## config.mk

```make
export PLATFORM = sky130hd
export DESIGN_NAME = fp_mul_top
export DESIGN_NICKNAME = d
export VERILOG_FILES = /design/src/rtl/fp_mul_pkg.sv /design/src/rtl/fpm_unpack.sv /design/src/rtl/fpm_sig_mult.sv /design/src/rtl/fpm_pack.sv /design/src/rtl/fp_mul_top.sv
export SDC_FILE = /design/constraint.sdc
export NUM_CORES = 2
export LEC_CHECK = 0
export BUFFER_PORTS_ARGS = -buffer_cell sky130_fd_sc_hd__buf_2
export CAP_MARGIN = 20
export CORE_ASPECT_RATIO = 0.6
export CORE_UTILIZATION = 60
export CTS_CLUSTER_DIAMETER = 50
export DETAILED_ROUTE_END_ITERATION = 10
export GPL_TIMING_DRIVEN = 0
export HOLD_SLACK_MARGIN = 0.1
export PLACE_DENSITY = 0.89
export SLEW_MARGIN = 20
export SYNTH_ARGS = -nofsm -noshare
export SYNTH_HDL_FRONTEND = slang
export SYNTH_SLANG_ARGS = --single-unit
```

## constraint.sdc

```tcl
create_clock -name clk -period 6.8 [get_ports clk]
set_input_delay 0.68 -clock clk [delete_from_list [all_inputs] [get_ports clk]]
set_output_delay 0.68 -clock clk [all_outputs]
set_load 0.005 [all_outputs]
```

## src/rtl/fp_mul_pkg.sv

```systemverilog
package fp_mul_pkg;

  typedef enum logic [1:0] {
    CLS_NUM  = 2'd0,
    CLS_ZERO = 2'd1,
    CLS_INF  = 2'd2,
    CLS_NAN  = 2'd3
  } fp_cls_e;

  // Result category from the two operand categories.
  function automatic fp_cls_e merge_cls(input fp_cls_e a, input fp_cls_e b);
    if (a == CLS_NAN || b == CLS_NAN)
      return CLS_NAN;
    if ((a == CLS_INF && b == CLS_ZERO) || (a == CLS_ZERO && b == CLS_INF))
      return CLS_NAN;
    if (a == CLS_INF || b == CLS_INF)
      return CLS_INF;
    if (a == CLS_ZERO || b == CLS_ZERO)
      return CLS_ZERO;
    return CLS_NUM;
  endfunction

endpackage

```

## src/rtl/fpm_unpack.sv

```systemverilog
module fpm_unpack
  import fp_mul_pkg::*;
#(
  parameter int EXP_W  = 8,
  parameter int FRAC_W = 23
) (
  input  logic [EXP_W+FRAC_W:0] word,
  output logic                  sign,
  output logic [EXP_W-1:0]      expo,
  output logic [FRAC_W:0]       sig,
  output fp_cls_e               cls
);
  logic [FRAC_W-1:0] frac;
  logic              exp_zero;
  logic              exp_full;

  assign sign     = word[EXP_W+FRAC_W];
  assign expo     = word[EXP_W+FRAC_W-1:FRAC_W];
  assign frac     = word[FRAC_W-1:0];
  assign exp_zero = (expo == '0);
  assign exp_full = &expo;
  assign sig      = {~exp_zero, frac};

  always_comb begin
    if (exp_full)
      cls = (frac != '0) ? CLS_NAN : CLS_INF;
    else if (exp_zero)
      cls = CLS_ZERO;   // denormals are flushed
    else
      cls = CLS_NUM;
  end
endmodule

```

## src/rtl/fpm_sig_mult.sv

```systemverilog
module fpm_sig_mult #(
  parameter int SIG_W = 24
) (
  input  logic [SIG_W-1:0]   a,
  input  logic [SIG_W-1:0]   b,
  output logic [2*SIG_W-1:0] prod
);
  assign prod = (2*SIG_W)'(a) * (2*SIG_W)'(b);
endmodule

```

## src/rtl/fpm_pack.sv

```systemverilog
module fpm_pack
  import fp_mul_pkg::*;
#(
  parameter int EXP_W  = 8,
  parameter int FRAC_W = 23
) (
  input  logic                        clk,
  input  logic                        rst_n,
  input  logic                        in_v,
  input  logic                        sign,
  input  fp_cls_e                     cls,
  input  logic signed [EXP_W+1:0]     esum,
  input  logic [2*FRAC_W+1:0]         prod,
  output logic                        out_v,
  output logic [EXP_W+FRAC_W:0]       res,
  output logic                        ovf,
  output logic                        unf
);
  localparam int W    = 1 + EXP_W + FRAC_W;
  localparam int S    = FRAC_W + 1;
  localparam int PW   = 2 * S;
  localparam int XW   = EXP_W + 2;
  localparam int EMAX = (1 << EXP_W) - 1;
  localparam logic [W-2:0] INF_MAG = {{EXP_W{1'b1}}, {FRAC_W{1'b0}}};
  localparam logic [W-1:0] QNAN    = {1'b0, {EXP_W{1'b1}}, 1'b1, {(FRAC_W-1){1'b0}}};

  // Internal events, named for the checks below.
  logic                 norm_top;
  logic [PW-1:0]        norm;
  logic signed [XW-1:0] e_norm;
  logic [S-1:0]         kept;
  logic                 g_bit, r_bit, s_bit;
  logic                 rnd_up;
  logic [S:0]           rnd_sum;
  logic                 rnd_carry;
  logic [S-1:0]         sig_fin;
  logic signed [XW-1:0] e_fin;
  logic                 ovf_c, unf_c;
  logic [W-1:0]         res_c;

  assign norm_top  = prod[PW-1];
  assign norm      = norm_top ? prod : (prod << 1);
  assign e_norm    = esum + $signed({{(XW-1){1'b0}}, norm_top});
  assign kept      = norm[PW-1 -: S];
  assign g_bit     = norm[S-1];
  assign r_bit     = norm[S-2];
  assign s_bit     = |norm[S-3:0];
  assign rnd_up    = g_bit & (r_bit | s_bit | kept[0]);
  assign rnd_sum   = {1'b0, kept} + {{S{1'b0}}, rnd_up};
  assign rnd_carry = rnd_sum[S];
  assign sig_fin   = rnd_carry ? rnd_sum[S:1] : rnd_sum[S-1:0];
  assign e_fin     = e_norm + $signed({{(XW-1){1'b0}}, rnd_carry});
  assign ovf_c     = (cls == CLS_NUM) && (e_fin >= $signed(XW'(EMAX)));
  assign unf_c     = (cls == CLS_NUM) && (e_fin <= $signed(XW'(0)));

  always_comb begin
    unique case (cls)
      CLS_NAN:  res_c = QNAN;
      CLS_INF:  res_c = {sign, INF_MAG};
      CLS_ZERO: res_c = {sign, {(W-1){1'b0}}};
      default: begin
        if (ovf_c)      res_c = {sign, INF_MAG};
        else if (unf_c) res_c = {sign, {(W-1){1'b0}}};
        else            res_c = {sign, e_fin[EXP_W-1:0], sig_fin[FRAC_W-1:0]};
      end
    endcase
  end

  always_ff @(posedge clk or negedge rst_n) begin
    if (!rst_n) begin
      out_v <= 1'b0;
      res   <= '0;
      ovf   <= 1'b0;
      unf   <= 1'b0;
    end else begin
      out_v <= in_v;
      if (in_v) begin
        res <= res_c;
        ovf <= ovf_c;
        unf <= unf_c;
      end
    end
  end


  rnd_carry_chk: assert property (@(posedge clk) disable iff (!rst_n)
    (in_v && cls == CLS_NUM && rnd_carry && !ovf_c && !unf_c)
      |=> (res[FRAC_W-1:0] == '0));

  ovf_inf_chk: assert property (@(posedge clk) disable iff (!rst_n)
    ovf |-> (res[W-2:0] == INF_MAG));

  unf_zero_chk: assert property (@(posedge clk) disable iff (!rst_n)
    unf |-> (res[W-2:0] == '0));

  flag_excl_chk: assert property (@(posedge clk) disable iff (!rst_n)
    !(ovf && unf));

  nan_quiet_chk: assert property (@(posedge clk) disable iff (!rst_n)
    (out_v && (&res[W-2:FRAC_W]) && (res[FRAC_W-1:0] != '0)) |-> (res == QNAN));
endmodule

```

## src/rtl/fp_mul_top.sv

```systemverilog
module fp_mul_top
  import fp_mul_pkg::*;
#(
  parameter int EXP_W  = 8,
  parameter int FRAC_W = 23
) (
  input  logic                  clk,
  input  logic                  rst_n,
  input  logic                  in_valid,
  input  logic [EXP_W+FRAC_W:0] in_a,
  input  logic [EXP_W+FRAC_W:0] in_b,
  output logic                  out_valid,
  output logic [EXP_W+FRAC_W:0] out_res,
  output logic                  out_ovf,
  output logic                  out_unf
);
  localparam int W    = 1 + EXP_W + FRAC_W;
  localparam int S    = FRAC_W + 1;
  localparam int PW   = 2 * S;
  localparam int XW   = EXP_W + 2;
  localparam int BIAS = (1 << (EXP_W - 1)) - 1;

  logic [W-1:0]     op_w   [2];
  logic             op_s   [2];
  logic [EXP_W-1:0] op_e   [2];
  logic [S-1:0]     op_sig [2];
  fp_cls_e          op_c   [2];

  assign op_w[0] = in_a;
  assign op_w[1] = in_b;

  for (genvar i = 0; i < 2; i++) begin : g_op
    fpm_unpack #(.EXP_W(EXP_W), .FRAC_W(FRAC_W)) u_unpack (
      .word (op_w[i]),
      .sign (op_s[i]),
      .expo (op_e[i]),
      .sig  (op_sig[i]),
      .cls  (op_c[i])
    );
  end

  logic [PW-1:0]        prod_c;
  logic signed [XW-1:0] esum_c;

  fpm_sig_mult #(.SIG_W(S)) u_mult (
    .a    (op_sig[0]),
    .b    (op_sig[1]),
    .prod (prod_c)
  );

  assign esum_c = $signed({2'b00, op_e[0]}) + $signed({2'b00, op_e[1]})
                - $signed(XW'(BIAS));

  // Stage 1 registers
  logic                 s1_valid;
  logic                 s1_sign;
  fp_cls_e              s1_cls;
  logic signed [XW-1:0] s1_esum;
  logic [PW-1:0]        s1_prod;

  always_ff @(posedge clk or negedge rst_n) begin
    if (!rst_n) begin
      s1_valid <= 1'b0;
      s1_sign  <= 1'b0;
      s1_cls   <= CLS_ZERO;
      s1_esum  <= '0;
      s1_prod  <= '0;
    end else begin
      s1_valid <= in_valid;
      if (in_valid) begin
        s1_sign <= op_s[0] ^ op_s[1];
        s1_cls  <= merge_cls(op_c[0], op_c[1]);
        s1_esum <= esum_c;
        s1_prod <= prod_c;
      end
    end
  end

  fpm_pack #(.EXP_W(EXP_W), .FRAC_W(FRAC_W)) u_pack (
    .clk   (clk),
    .rst_n (rst_n),
    .in_v  (s1_valid),
    .sign  (s1_sign),
    .cls   (s1_cls),
    .esum  (s1_esum),
    .prod  (s1_prod),
    .out_v (out_valid),
    .res   (out_res),
    .ovf   (out_ovf),
    .unf   (out_unf)
  );


  v_fwd_chk: assert property (@(posedge clk) disable iff (!rst_n)
    s1_valid |=> out_valid);

  v_back_chk: assert property (@(posedge clk) disable iff (!rst_n)
    out_valid |-> $past(s1_valid));

  sign_xor_chk: assert property (@(posedge clk) disable iff (!rst_n)
    (out_valid && !((&out_res[W-2:FRAC_W]) && (out_res[FRAC_W-1:0] != '0)))
      |-> (out_res[W-1] == ($past(in_a[W-1], 2) ^ $past(in_b[W-1], 2))));
endmodule

```

==> flow_metrics.tcl <==
set metrics [dict create \
    clock_skew_ps 15.96 \
    arrival_ps 7290 \
    startpoint_type "input port" \
    dp_cells 3390 \
    cts.path.max_buffers 2 \
    cp_top_family "adder cells" \
    pin_count 102 \
    postRouteAntennaNets 0 \
    rows 57 \
    setup_violations 11 \
    cp_max_fo 10 \
    drc 0 \
    port_buffers 92 \
    vias 21140 \
    synth_flop_cell "dfrtp_1" \
    synth_area_sq_um 24680 \
    yosys-top-cells-area "fa_1 (39%), dfrtp_1 (9.7%), ha_1 (9.7%), inv_1 (8.4%), nand2_1 (6.8%)" \
    setup.worst_path.class "in -> reg" \
    grt_usage_pct 40.84 \
    holdWs_ps 132.8 \
    synth_most_common_cell "inv_1" \
    timing.rr.start "s1_prod[47]" \
    hold_class "in -> async" \
    end_kind "register" \
    cp_slowest_cell "fa_1" \
    status "complete, but fails checks" \
    cpPeakStageDelay_ps 550 \
    violations "negative setup slack" \
    die-area_sq_um 41980 \
    fmax_mhz 142.2 \
    yosys.area.top_type "fa_1" \
    ys_warn_count 0 \
    areaGrowthSynthToFinish_pct 13.44 \
    antenna_found_initial 6 \
    fillCellCount 3087 \
    drt_first_iter_violations 2374 \
    die_x_um 263.8 \
    grt_max_degree 86 \
    grt_pass1_wl_mm 128.1 \
    wl_per_cell_um 24.59 \
    synth.top_cell.area_share_pct 39.26 \
    grt-ovfl-total 0 \
    synth-seq-cells 97 \
    core_sq_um 40510 \
    avgSynthCellArea_sq_um 8.923 \
    postSynth.asyncResetShare_pct 100.0 \
    drive_gt1_share_pct 14.33 \
    worst_slew_pin_slew_ps 961.8 \
    hold_violations 0 \
    seq_area_frac_synth_pct 9.840 \
    drt_pass1_iterations 6 \
    slew_headroom_pct 35.88 \
    timing.final.ws_setup_ps -233.4 \
    critPathLaunch "in_a[7]" \
    clock_sinks 97 \
    gp_congestion 1.049 \
    grt_pass1_vias 21920 \
    hold_buffers 0 \
    tritoncts "done" \
    drv_slew 0 \
    path_buf_inv 9 \
    dieHeight_um 159.1 \
    yosysUniqueCellTypes 89 \
    synth_edf_count 0 \
    cts-root-buf "clkbuf_16" \
    rsz0062_at_grt "yes" \
    syn_inst 2766 \
    cts_made_buffers 9 \
    totalWireLength_mm 84.41 \
    tns_ps -1608 \
    vias_per_cell 6.158 \
    dp_hpwl_mm 66.87 \
    path_clk_slew_ps 80 \
    syn-num-nets 3509 \
    ctsHtreeMaxLevel 3 \
    dp_slack_ps -1866 \
    cp_common_cell "fa_1" \
    fin_cells 3433 \
    clkLatencyLatePin_ps 370 \
    cap_violations 0 \
    synth_common_cells "inv_1 (551), fa_1 (484), nand2_1 (445)" \
    fin_crit_ps 7033 \
    fin_crit_sh_pct 103.4 \
    multi_input_area_sq_um 20310 \
    required_ps 7050 \
    seqCellArea_sq_um 2429 \
    final_nets 3635 \
    initial_utilization_pct 60.93 \
]
metrics by stage:
step | util (%) | area, sq um
after floorplan | - | 24750
after global placement | 63.87 | 25870
after detailed placement | 63.95 | 25900
after CTS | 67.54 | 27360
after global routing | 69.11 | 28000
final | 69.12 | 28000
final timing paths:
path | slack, ps | cells after the start | endpoint
max in group asynchronous | 6000 | 2 | s1_cls[0]
min in group clk | 480 | 0 | u_pack.out_v
setup / recovery | -230 | 26 | s1_prod[40]
hold reg to reg | 480 | 0 | u_pack.out_v
setup reg to reg | 430 | 21 | u_pack.res[17]
hold / removal | 130 | 1 | s1_prod[18]
cell type report:
type / count / area share [%]
repair buffers: 124 / 3.021
diodes: 5 / 0.04469
plain buffers: 146 / 4.848
multi-input cells: 1962 / 72.52
well taps: 531 / 2.373
clock buffers: 9 / 0.8044
inverters: 552 / 7.405
clock inverters: 7 / 0.3083
flip-flops and latches: 97 / 8.674
cell usage in the layout (no fill, tap or decap), types with 13 or more instances in the layout:
| cell | count |
|---|---|
| inv_1 | 545 |
| fa_1 | 483 |
| nand2_1 | 437 |
| and2_1 | 230 |
| ha_1 | 171 |
| dfrtp_1 | 96 |
| buf_2 | 72 |
| nor2_1 | 58 |
| a21oi_1 | 51 |
| xnor2_1 | 50 |
| buf_4 | 44 |
| nand3_1 | 36 |
| mux2_2 | 34 |
| clkbuf_8 | 31 |
| o21ai_0 | 31 |
| clkbuf_4 | 27 |
| clkbuf_1 | 26 |
| a21o_1 | 26 |
| xor2_1 | 25 |
| buf_8 | 21 |
| nand4_1 | 20 |
| buf_6 | 19 |
| o211ai_1 | 16 |
| nor4_1 | 15 |
| o21ai_1 | 15 |
| ha_4 | 15 |
| clkbuf_2 | 14 |
| mux2i_1 | 13 |
registers in the layout, summed over array words and instances (netlist names):
signal / flops
u_pack.out_v: 1
u_pack.ovf: 1
u_pack.unf: 1
u_pack.res: 32
s1_valid: 1
s1_prod: 48
s1_esum: 10
s1_cls: 2
s1_sign: 1
logic make-up (layout without fill, tap and decap cells):
kind of cell / count (synthesis) / count (layout) / share of synthesized area (%)
other: 0 / 5 / 0
muxes: 55 / 55 / 2.504
buffers and inverters: 707 / 838 / 11.08
AOI/OAI and AO/OA: 272 / 272 / 7.437
xor gates and xnor gates: 77 / 77 / 2.763
adders and majority gates: 676 / 676 / 48.99
and+or+nand+nor: 882 / 882 / 17.38
DFF: 97 / 97 / 9.840
per-layer routing:
metal	track usage [%]	wire (um)	up-vias
met5	0	0	-
met4	15.01	3837	0
met3	16.58	13900	287
met2	57.21	34300	1570
met1	56.94	32380	10520
li1	-	-	8766
timing repair:
item / CTS / global route
cloned: 1 / 0
resized for setup: 308 / 158
setup endpoints to repair: 34 / 31
setup buffers: 15 / 15
pin swaps: 25 / 33
Power is left out: the tool's default activity adds up to more than one toggle a clock period on the data nets, which glitch-free logic cannot reach.
